`src/rtl/qps_pkg.sv`:
```
package qps_pkg;

    localparam int QPS_AW  = 64;
    localparam int QPS_RW  = 5;
    localparam int QPS_OFS = 3;

    typedef enum logic [1:0] {
        SEQ_IDLE   = 2'd0,
        SEQ_FIRST  = 2'd1,
        SEQ_SECOND = 2'd2
    } seq_state_e;

    typedef struct packed {
        logic              load;
        logic              reserve;
        logic              prefixed;
        logic              big_endian;
        logic              mode32;
        logic [QPS_AW-1:0] ea;
        logic [QPS_RW-1:0] rt;
        logic [QPS_RW-1:0] ra;
        logic [QPS_RW-1:0] rb;
    } qw_req_t;

    typedef struct packed {
        seq_state_e        st;
        qw_req_t           req;
        logic [QPS_AW-1:0] ea0;
    } seq_regs_t;

endpackage

```
`src/rtl/qps_addr_gen.sv`:
```
module qps_addr_gen #(
    parameter int AW  = 64,
    parameter int OFS = 3
) (
    input  logic [AW-1:0] base_ea,
    input  logic [AW-1:0] prev_ea,
    input  logic          second,
    input  logic          mode32,
    output logic [AW-1:0] ea
);
    localparam int HI = AW - OFS;

    logic [AW-1:0] raw;
    logic [HI-1:0] upper_inc;

    always_comb begin
        upper_inc = prev_ea[AW-1:OFS] + HI'(1);
        raw = second ? {upper_inc, prev_ea[OFS-1:0]} : base_ea;
    end

    generate
        if (AW > 32) begin : g_mask
            always_comb begin
                ea = mode32 ? {{(AW-32){1'b0}}, raw[31:0]} : raw;
            end
        end else begin : g_nomask
            logic unused_m32;
            always_comb begin
                unused_m32 = mode32;
                ea = raw;
            end
        end
    endgenerate

endmodule

```
`src/rtl/qps_reg_sel.sv`:
```
module qps_reg_sel #(
    parameter int RW = 5
) (
    input  logic [RW-1:0] pair_field,
    input  logic          second,
    input  logic          big_endian,
    input  logic          prefixed,
    output logic [RW-1:0] reg_num
);
    logic force_odd;

    always_comb begin
        force_odd = (second == (big_endian | prefixed));
        reg_num   = {pair_field[RW-1:1], pair_field[0] | force_odd};
    end

endmodule

```
`src/rtl/qps_trap_check.sv`:
```
module qps_trap_check #(
    parameter int AW  = 64,
    parameter int RW  = 5,
    parameter int OFS = 3
) (
    input  logic [AW-1:0] ea,
    input  logic          second,
    input  logic          load,
    input  logic          reserve,
    input  logic          prefixed,
    input  logic          big_endian,
    input  logic [RW-1:0] rt,
    input  logic [RW-1:0] ra,
    input  logic [RW-1:0] rb,
    output logic          atomic_qw,
    output logic          atomic_last,
    output logic          align_trap,
    output logic          illegal
);
    logic low_bits_nz;
    logic pair_aligned;
    logic le_plain_load;
    logic overlap;
    logic odd_pair;
    logic unused_hi;

    always_comb begin
        unused_hi     = ^ea[AW-1:OFS+1];
        low_bits_nz   = |ea[OFS-1:0];
        pair_aligned  = !low_bits_nz && (ea[OFS] == second);
        atomic_qw     = pair_aligned;
        atomic_last   = pair_aligned && second;

        le_plain_load = load && !prefixed && !big_endian;
        align_trap    = !pair_aligned && (reserve || le_plain_load);

        overlap  = load && ((rt == ra) || (reserve && (rt == rb)));
        odd_pair = rt[0];
        illegal  = !second && (overlap || odd_pair);
    end

endmodule

```
`src/rtl/quad_pair_seq.sv`:
```
module quad_pair_seq
    import qps_pkg::*;
#(
    parameter int ADDR_W = QPS_AW,
    parameter int REG_W  = QPS_RW,
    parameter int DW_OFS = QPS_OFS
) (
    input  logic              clk,
    input  logic              rst_n,
    input  logic              req_valid,
    output logic              req_ready,
    input  logic              req_load,
    input  logic              req_reserve,
    input  logic              req_prefixed,
    input  logic              req_big_endian,
    input  logic              req_mode32,
    input  logic [ADDR_W-1:0] req_ea,
    input  logic [REG_W-1:0]  req_rt,
    input  logic [REG_W-1:0]  req_ra,
    input  logic [REG_W-1:0]  req_rb,
    output logic              out_valid,
    input  logic              out_ready,
    output logic              out_second,
    output logic              out_last,
    output logic [ADDR_W-1:0] out_addr,
    output logic [REG_W-1:0]  out_reg,
    output logic              out_atomic_qw,
    output logic              out_atomic_last,
    output logic              out_align_trap,
    output logic              out_illegal
);
    seq_regs_t r_q;
    seq_regs_t r_d;

    logic            second_w;
    logic [QPS_AW-1:0] ea_w;
    logic            trap_w;

    assign second_w = (r_q.st == SEQ_SECOND);

    qps_addr_gen #(.AW(QPS_AW), .OFS(DW_OFS)) u_addr (
        .base_ea (r_q.req.ea),
        .prev_ea (r_q.ea0),
        .second  (second_w),
        .mode32  (r_q.req.mode32),
        .ea      (ea_w)
    );

    qps_reg_sel #(.RW(QPS_RW)) u_reg (
        .pair_field (r_q.req.rt),
        .second     (second_w),
        .big_endian (r_q.req.big_endian),
        .prefixed   (r_q.req.prefixed),
        .reg_num    (out_reg)
    );

    qps_trap_check #(.AW(QPS_AW), .RW(QPS_RW), .OFS(DW_OFS)) u_trap (
        .ea          (ea_w),
        .second      (second_w),
        .load        (r_q.req.load),
        .reserve     (r_q.req.reserve),
        .prefixed    (r_q.req.prefixed),
        .big_endian  (r_q.req.big_endian),
        .rt          (r_q.req.rt),
        .ra          (r_q.req.ra),
        .rb          (r_q.req.rb),
        .atomic_qw   (out_atomic_qw),
        .atomic_last (out_atomic_last),
        .align_trap  (out_align_trap),
        .illegal     (out_illegal)
    );

    always_comb begin
        trap_w     = out_align_trap | out_illegal;
        req_ready  = (r_q.st == SEQ_IDLE);
        out_valid  = (r_q.st != SEQ_IDLE);
        out_second = second_w;
        out_last   = out_valid && (second_w || trap_w);
        out_addr   = ea_w;
    end

    always_comb begin
        r_d = r_q;
        unique case (r_q.st)
            SEQ_IDLE: begin
                if (req_valid) begin
                    r_d.st             = SEQ_FIRST;
                    r_d.req.load       = req_load;
                    r_d.req.reserve    = req_reserve;
                    r_d.req.prefixed   = req_prefixed;
                    r_d.req.big_endian = req_big_endian;
                    r_d.req.mode32     = req_mode32;
                    r_d.req.ea         = req_ea;
                    r_d.req.rt         = req_rt;
                    r_d.req.ra         = req_ra;
                    r_d.req.rb         = req_rb;
                end
            end
            SEQ_FIRST: begin
                if (out_ready) begin
                    r_d.ea0 = ea_w;
                    r_d.st  = trap_w ? SEQ_IDLE : SEQ_SECOND;
                end
            end
            SEQ_SECOND: begin
                if (out_ready) begin
                    r_d.st = SEQ_IDLE;
                end
            end
            default: r_d.st = SEQ_IDLE;
        endcase
    end

    always_ff @(posedge clk or negedge rst_n) begin
        if (!rst_n) begin
            r_q <= '0;
        end else begin
            r_q <= r_d;
        end
    end

endmodule

```
`config.mk`:
```
export PLATFORM = sky130hd
export DESIGN_NAME = quad_pair_seq
export DESIGN_NICKNAME = d
export VERILOG_FILES = /design/src/rtl/qps_pkg.sv /design/src/rtl/qps_addr_gen.sv /design/src/rtl/qps_reg_sel.sv /design/src/rtl/qps_trap_check.sv /design/src/rtl/quad_pair_seq.sv
export SDC_FILE = /design/constraint.sdc
export NUM_CORES = 1
export LEC_CHECK = 0
export BUFFER_PORTS_ARGS = -buffer_cell sky130_fd_sc_hd__buf_4
export CAP_MARGIN = 25
export CELL_PAD_IN_SITES_DETAIL_PLACEMENT = 1
export CELL_PAD_IN_SITES_GLOBAL_PLACEMENT = 1
export CORE_MARGIN = 2
export CORE_UTILIZATION = 45
export DETAILED_ROUTE_END_ITERATION = 8
export PLACE_DENSITY = 0.84
export SLEW_MARGIN = 0
export SYNTH_ARGS = -nofsm -noshare
export SYNTH_HDL_FRONTEND = slang
export SYNTH_SLANG_ARGS = --single-unit
```
`constraint.sdc`:
```
create_clock -name clk -period 4.7 [get_ports clk]
set_input_delay 1.175 -clock clk [delete_from_list [all_inputs] [get_ports clk]]
set_output_delay 1.175 -clock clk [all_outputs]
set_load 0.05 [all_outputs]
```
==> flow_summary.json, run 1 <==
{
  "hold-path-endpoint": "r_q[148]",
  "reg2reg_from": "r_q[148]",
  "regToRegSetupSlack_ns": 2.59,
  "power_leakage_nw": 4.21,
  "power_w": 0.00801,
  "crit_chain": "nand4_1, or3_4, or4_4, or4_1, a311oi_1, buf_4",
  "crit_path_max_fanout": 24,
  "setup_viol_count_final": 0,
  "avgRoutedWirePerCell_um": 19.5,
  "vias_per_cell": 5.77,
  "htreeDepth": 4,
  "grt_pass1_wl_um": 38000,
  "ys_seq_area_frac": 0.468,
  "insertion_delay_ns": 0.43,
  "regMostFlops": "r_q",
  "drc_errors": 0,
  "cts.clk_slew.worst_paths_ns": 0.07,
  "ys_warn_count": 0,
  "cts_setup_buffers": 0,
  "io_buffers": 164,
  "clock-sinks": 150,
  "die_w_um": 137,
  "powerDensity_mw_per_mm2": 801,
  "arrival_ns": 3.39,
  "cp.required_ns": 3.52,
  "startpoint_type": "register",
  "synth_edf_count": 0,
  "finalCriticalPeriod_ns": 4.56,
  "synthToLayoutAreaGrowth_pct": 24.7,
  "grt_pass1_vias": 7205,
  "cts_hold_buf": 0,
  "final_cells": 1207,
  "min_period_over_period": 0.971,
  "largestRegisters": "r_q (150)",
  "cts_buffer_depth": 2,
  "final_common_cell": "buf_4",
  "critPathKind": "reg -> out",
  "hp-start": "r_q[149]",
  "hold_depth": 1,
  "rsz0062_at_grt": "no",
  "endpoint_kind": "output port",
  "grt_max_degree": 101,
  "post_cts_resized": 0,
  "dr.pass1.iters": 4,
  "start_util": 0.462,
  "yosys_register_bits": 150,
  "synth_nets": 919,
  "ant_nets": 0,
  "dieArea_mm2": 0.0189,
  "antenna_found_initial": 0,
  "peakVddDrop_mv": 0.546,
  "numCtsBuffers": 17,
  "slew_violations": 0,
  "min_path_type": "reg -> reg",
  "wl_um": 23500,
  "final_cell_mix": "buf_4, dfrtp_1, nand2_1",
  "synth-main-ff-cell": "dfrtp_1",
  "worst_r2r_path_depth": 4,
  "critPathTopFamily": "simple AND/OR/NAND/NOR gates",
  "synth-async-reset-ratio": 1.00,
  "status": "finished clean",
  "cts_tree": "done",
  "skew_ns": 0.00941,
  "syn_avg_cell_area_um2": 9.66,
  "root_buffer": "clkbuf_16",
  "fp-row-count": 48,
  "path_buf_inv": 1,
  "max_freq_ghz": 0.219,
  "tightest_slew_ns": 0.990,
  "synth.largest_area_cell": "dfrtp_1",
  "hold_viol_final": 0,
  "critPathSlowestCell": "or4_4",
  "die_h_um": 137,
  "grt_usage": 0.260,
  "via_count": 6963,
  "synth_area_leaders": "dfrtp_1, mux2_2, nand2_1, o21ai_0, nor2_1",
  "cap_viol_max_count": 0,
  "placeableCoreArea_mm2": 0.0174,
  "dpl.hpwl_um": 16400,
  "slew_headroom": 0.340,
  "max_stage_delay_ns": 0.66,
  "r2r_end": "r_q[106]",
  "first_iter_violations": 394,
  "largest_register_ffs": 150,
  "ys_types": 43,
  "ios": 165,
  "num_antenna_cells": 0,
  "nets": 1058,
  "netlist_instances": 830,
  "gp_congestion": 0.872,
  "gr-total-overflow": 0,
  "post-place-cells": 1175,
  "setup_tns_ns": 0,
  "syn_area_mm2": 0.00802,
  "drive_gt1_frac": 0.317,
  "synth_top_area_frac": 0.468
}
## worst register-to-register path, cell delays in order, from the launching register on
cell and delay (ns):
dfrtp_1 0.43, nor2_1 0.25, and2_4 0.40, buf_4 0.50, mux2_2 0.42
## layer usage
layer	vias up	routed length, µm	GRT usage
met5	-	0	0
met4	0	419	0.0825
met3	23	1570	0.0703
met2	179	11300	0.414
met1	3505	10200	0.346
li1	3256	-	-
## worst max path at each step
stage | endpoint | slack, ns | start | cells after the start
after floorplan | out_addr[62] | 0.22 | r_q[8] | 6
after global placement | out_addr[56] | 0.74 | r_q[5] | 6
after detailed placement | out_addr[56] | 0.67 | r_q[5] | 6
after CTS | out_addr[56] | 0.13 | r_q[5] | 6
after global routing | out_addr[56] | 0.006 | r_q[5] | 6
final | out_addr[56] | 0.14 | r_q[5] | 6
## per-stage QoR
stage          hold WS (ns)  area, µm²  setup slack, ns   util
3_5_place_dp          0.489       9420            0.674  0.543
6_report              0.501      10000            0.138  0.576
4_1_cts               0.498      10000            0.133  0.576
2_1_floorplan         0.440       8020            0.220      -
5_1_grt               0.519      10000          0.00569  0.576
3_3_place_gp          0.472       9420            0.745  0.543
## report_power, final
part / switching (W) / total [W] / internal, W
registers: 0.000646 / 0.00255 / 0.00190
clock network: 0.000633 / 0.00134 / 0.000710
logic: 0.00265 / 0.00412 / 0.00147
## Yosys cell counts (2+ instances only)
master / number
inv_1: 11
a31oi_1: 6
or4_1: 17
a22o_1: 2
a21oi_1: 24
mux2_2: 95
nor3_1: 19
nand3b_1: 2
o21bai_1: 7
a311oi_1: 15
or3_1: 9
nand3_1: 16
buf_4: 4
buf_1: 6
nand4_1: 23
and4_1: 5
mux2i_1: 2
o21ai_0: 65
nor4_1: 13
nor2_1: 70
or2_2: 3
nand2b_1: 24
clkbuf_1: 44
and2_1: 4
xnor2_1: 23
xor2_1: 19
o31ai_1: 16
o31a_1: 2
and3_1: 12
nand2_1: 103
a211oi_1: 8
dfrtp_1: 150
## cell families (layout without fill, tap and decap cells)
logic type      after synthesis  after routing  share of synthesized area
compound gates              148            148                      0.113
flops                       150            150                      0.468
xor+xnor                     42             42                     0.0459
mux                          97             97                      0.136
buf+inv                      67            219                     0.0343
fa+ha+maj                     1              1                    0.00156
simple gates                325            325                      0.201
## cell type report
cell class | instances | area [µm²]
Clock buffer | 17 | 425
Sequential cell | 150 | 3750
Fill cell | 1954 | 7360
Clock inverter | 15 | 153
Inverter | 11 | 42.5
Timing Repair Buffer | 176 | 1350
Tap cell | 225 | 282
Multi-Input combinational cell | 613 | 3990
Note: power is estimated with default switching activity, not from simulation.
==> run 2: changes to the inputs <==
--- a/config.mk
+++ b/config.mk
@@ -12,5 +12,5 @@
 export CORE_MARGIN = 2
-export CORE_UTILIZATION = 45
+export CORE_UTILIZATION = 47
 export DETAILED_ROUTE_END_ITERATION = 8
-export PLACE_DENSITY = 0.84
+export PLACE_DENSITY = 0.85
 export SLEW_MARGIN = 0
@@ -18,2 +18,3 @@
 export SYNTH_HDL_FRONTEND = slang
+export SYNTH_HIERARCHICAL = 1
 export SYNTH_SLANG_ARGS = --single-unit
--- a/constraint.sdc
+++ b/constraint.sdc
@@ -3,2 +3,2 @@
 set_output_delay 1.175 -clock clk [all_outputs]
-set_load 0.05 [all_outputs]
+set_load 0.1 [all_outputs]
==> flow_summary.json, run 2 <==
{
  "die_h_um": 136,
  "synth_nets": 838,
  "whs_ns": 0.512,
  "synth_top_area_frac": 0.459,
  "top_usage_layer": "met2",
  "r2r_end": "r_q[60]",
  "ys_types": 53,
  "synth-main-ff-cell": "dfrtp_1",
  "placeableCoreArea_mm2": 0.0172,
  "final_common_cell": "buf_4",
  "cap_viol_max_count": 0,
  "netlist_instances": 749,
  "grtUsageMet2": 0.471,
  "arrival_ns": 3.39,
  "critPathKind": "reg -> out",
  "syn_area_mm2": 0.00818,
  "yosys.area_share.simple": 0.172,
  "largestRegisters": "r_q (150)",
  "grt_pass1_wl_um": 38500,
  "hold_viol_final": 0,
  "slew_headroom": 0.315,
  "io_buffers": 164,
  "crit_path_max_fanout": 6,
  "grt_usage": 0.268,
  "ios": 165,
  "synthToLayoutAreaGrowth_pct": 27.3,
  "endpoint_kind": "output port",
  "synth-compound-area-share": 0.0572,
  "cts_hold_buf": 0,
  "ant_nets": 0,
  "synth_top_family_by_area": "multiplexers",
  "synthMuxAreaShare": 0.217,
  "numCtsBuffers": 17,
  "yosys.area_share.xor_xnor": 0.0535,
  "syn_avg_cell_area_um2": 10.9,
  "dieArea_mm2": 0.0185,
  "start_util": 0.476,
  "synth_edf_count": 0,
  "yosys_register_bits": 150,
  "cts_tree": "done",
  "vias_per_cell": 5.93,
  "nets": 988,
  "worst_r2r_path_depth": 6,
  "wl_um": 24200,
  "reg2reg_from": "r_q[32]",
  "synth_area_leaders": "dfrtp_1, mux2_2, mux2_1, xnor2_1, nor2_1",
  "fill_cells": 1852,
  "status": "finished clean",
  "clock-sinks": 150,
  "setup_viol_count_final": 0,
  "die_w_um": 136,
  "dpl_worst_slack_ns": 0.474,
  "setup_slack_ns": 0.131,
  "ys_seq_area_frac": 0.459,
  "synth_adder_area_share": 0.00153,
  "synth.largest_area_cell": "dfrtp_1",
  "ys_warn_count": 6,
  "use_met1": 0.334,
  "num_antenna_cells": 0,
  "tightest_slew_ns": 1.03,
  "regToRegSetupSlack_ns": 1.78,
  "min_path_type": "reg -> reg",
  "dpl.hpwl_um": 17000,
  "synth_common_cells": "dfrtp_1, mux2_2, nor2_1",
  "drive_gt1_frac": 0.396,
  "finalCriticalPeriod_ns": 4.57,
  "cp.required_ns": 3.52,
  "min_period_over_period": 0.972,
  "root_buffer": "clkbuf_16",
  "rsz0062_at_grt": "yes",
  "skew_ns": 0.00883,
  "avgRoutedWirePerCell_um": 21.3,
  "startpoint_type": "register",
  "antenna_found_initial": 0,
  "slew_violations": 0,
  "post-place-cells": 1103,
  "gr-total-overflow": 0,
  "largest_register_ffs": 150,
  "cts_buffer_depth": 2,
  "use_met3": 0.0474,
  "grt_max_degree": 107,
  "cts.clk_slew.worst_paths_ns": 0.06,
  "htreeDepth": 4,
  "dr.pass1.iters": 7,
  "max_freq_ghz": 0.219,
  "gp_congestion": 0.936,
  "via_count": 6745,
  "fp-row-count": 48,
  "final_cells": 1137,
  "insertion_delay_ns": 0.43,
  "timing.critical_path.from": "r_q[3]",
  "crit_end": "out_addr[51]",
  "fin_util": 0.606,
  "regMostFlops": "r_q",
  "final_cell_mix": "buf_4, dfrtp_1, mux2_2",
  "grt_pass1_vias": 7237,
  "yosysMostFrequentCell": "dfrtp_1",
  "drc_errors": 0,
  "synth-async-reset-ratio": 1.00,
  "first_iter_violations": 381
}
[run 2: through the flow]
| stage | cell area [µm²] | setup TNS (ns) |
|---|---|---|
| 5_1_grt | 10400 | -0.00128 |
| 3_5_place_dp | 9740 | 0 |
| 6_report | 10400 | 0 |
| 4_1_cts | 10400 | 0 |
| 2_1_floorplan | 8440 | -3.22 |
| 3_3_place_gp | 9740 | 0 |
[run 2: layer usage]
metal	vias up	wire length, µm
li1	3043	-
met1	3428	10000
met2	224	12500
met3	50	1160
met4	0	599
met5	-	0
[run 2: cell families (layout without fill, tap and decap cells)]
group,after synthesis,count (layout)
flip-flops,150,150
AO/OA/AOI/OAI,73,73
adder cells (fa/ha/maj),1,1
AND/OR/NAND/NOR,260,260
multiplexers,158,158
XOR/XNOR,50,50
buffers and inverters,57,220
[run 2: what timing repair did]
| item | in CTS | in global routing |
|---|---|---|
| gates resized for setup | 1 | 7 |
| gates cloned | 0 | 0 |
| pin swaps | 0 | 1 |
| endpoints found under the setup margin | 1 | 9 |
| buffers inserted | 0 | 1 |
[run 2: worst min path at each step]
stage	from	to	slack [ns]	depth (start not counted)
2_1_floorplan	r_q[32]	r_q[32]	0.46	1
3_3_place_gp	r_q[2]	r_q[2]	0.48	1
3_5_place_dp	r_q[108]	r_q[108]	0.50	1
4_1_cts	r_q[108]	r_q[108]	0.51	1
5_1_grt	r_q[97]	r_q[97]	0.52	1
6_report	r_q[97]	r_q[97]	0.51	1
[run 2: final cells by class]
cell class              instances  area [µm²]  share of cell area
clock buffers                  18         439              0.0422
clock inverters                14         165              0.0159
inverters                       9        37.5             0.00360
multi-input cells             542        4350               0.418
flip-flops and latches        150        3750               0.360
well taps                     225         282              0.0270
repair buffers                179        1390               0.133
[run 2: worst max-delay path: stages (launching register included)]
cell and delay [ns]:
dfrtp_1 0.45, ha_1 0.25, nand4_1 0.29, or3_4 0.46, or4_4 0.59, or4_1 0.50, nand3_1 0.12, buf_4 0.30
Power of run 2 is not shown: default switching activity piles up to over one toggle a cycle in this logic, so the estimate is an artifact.
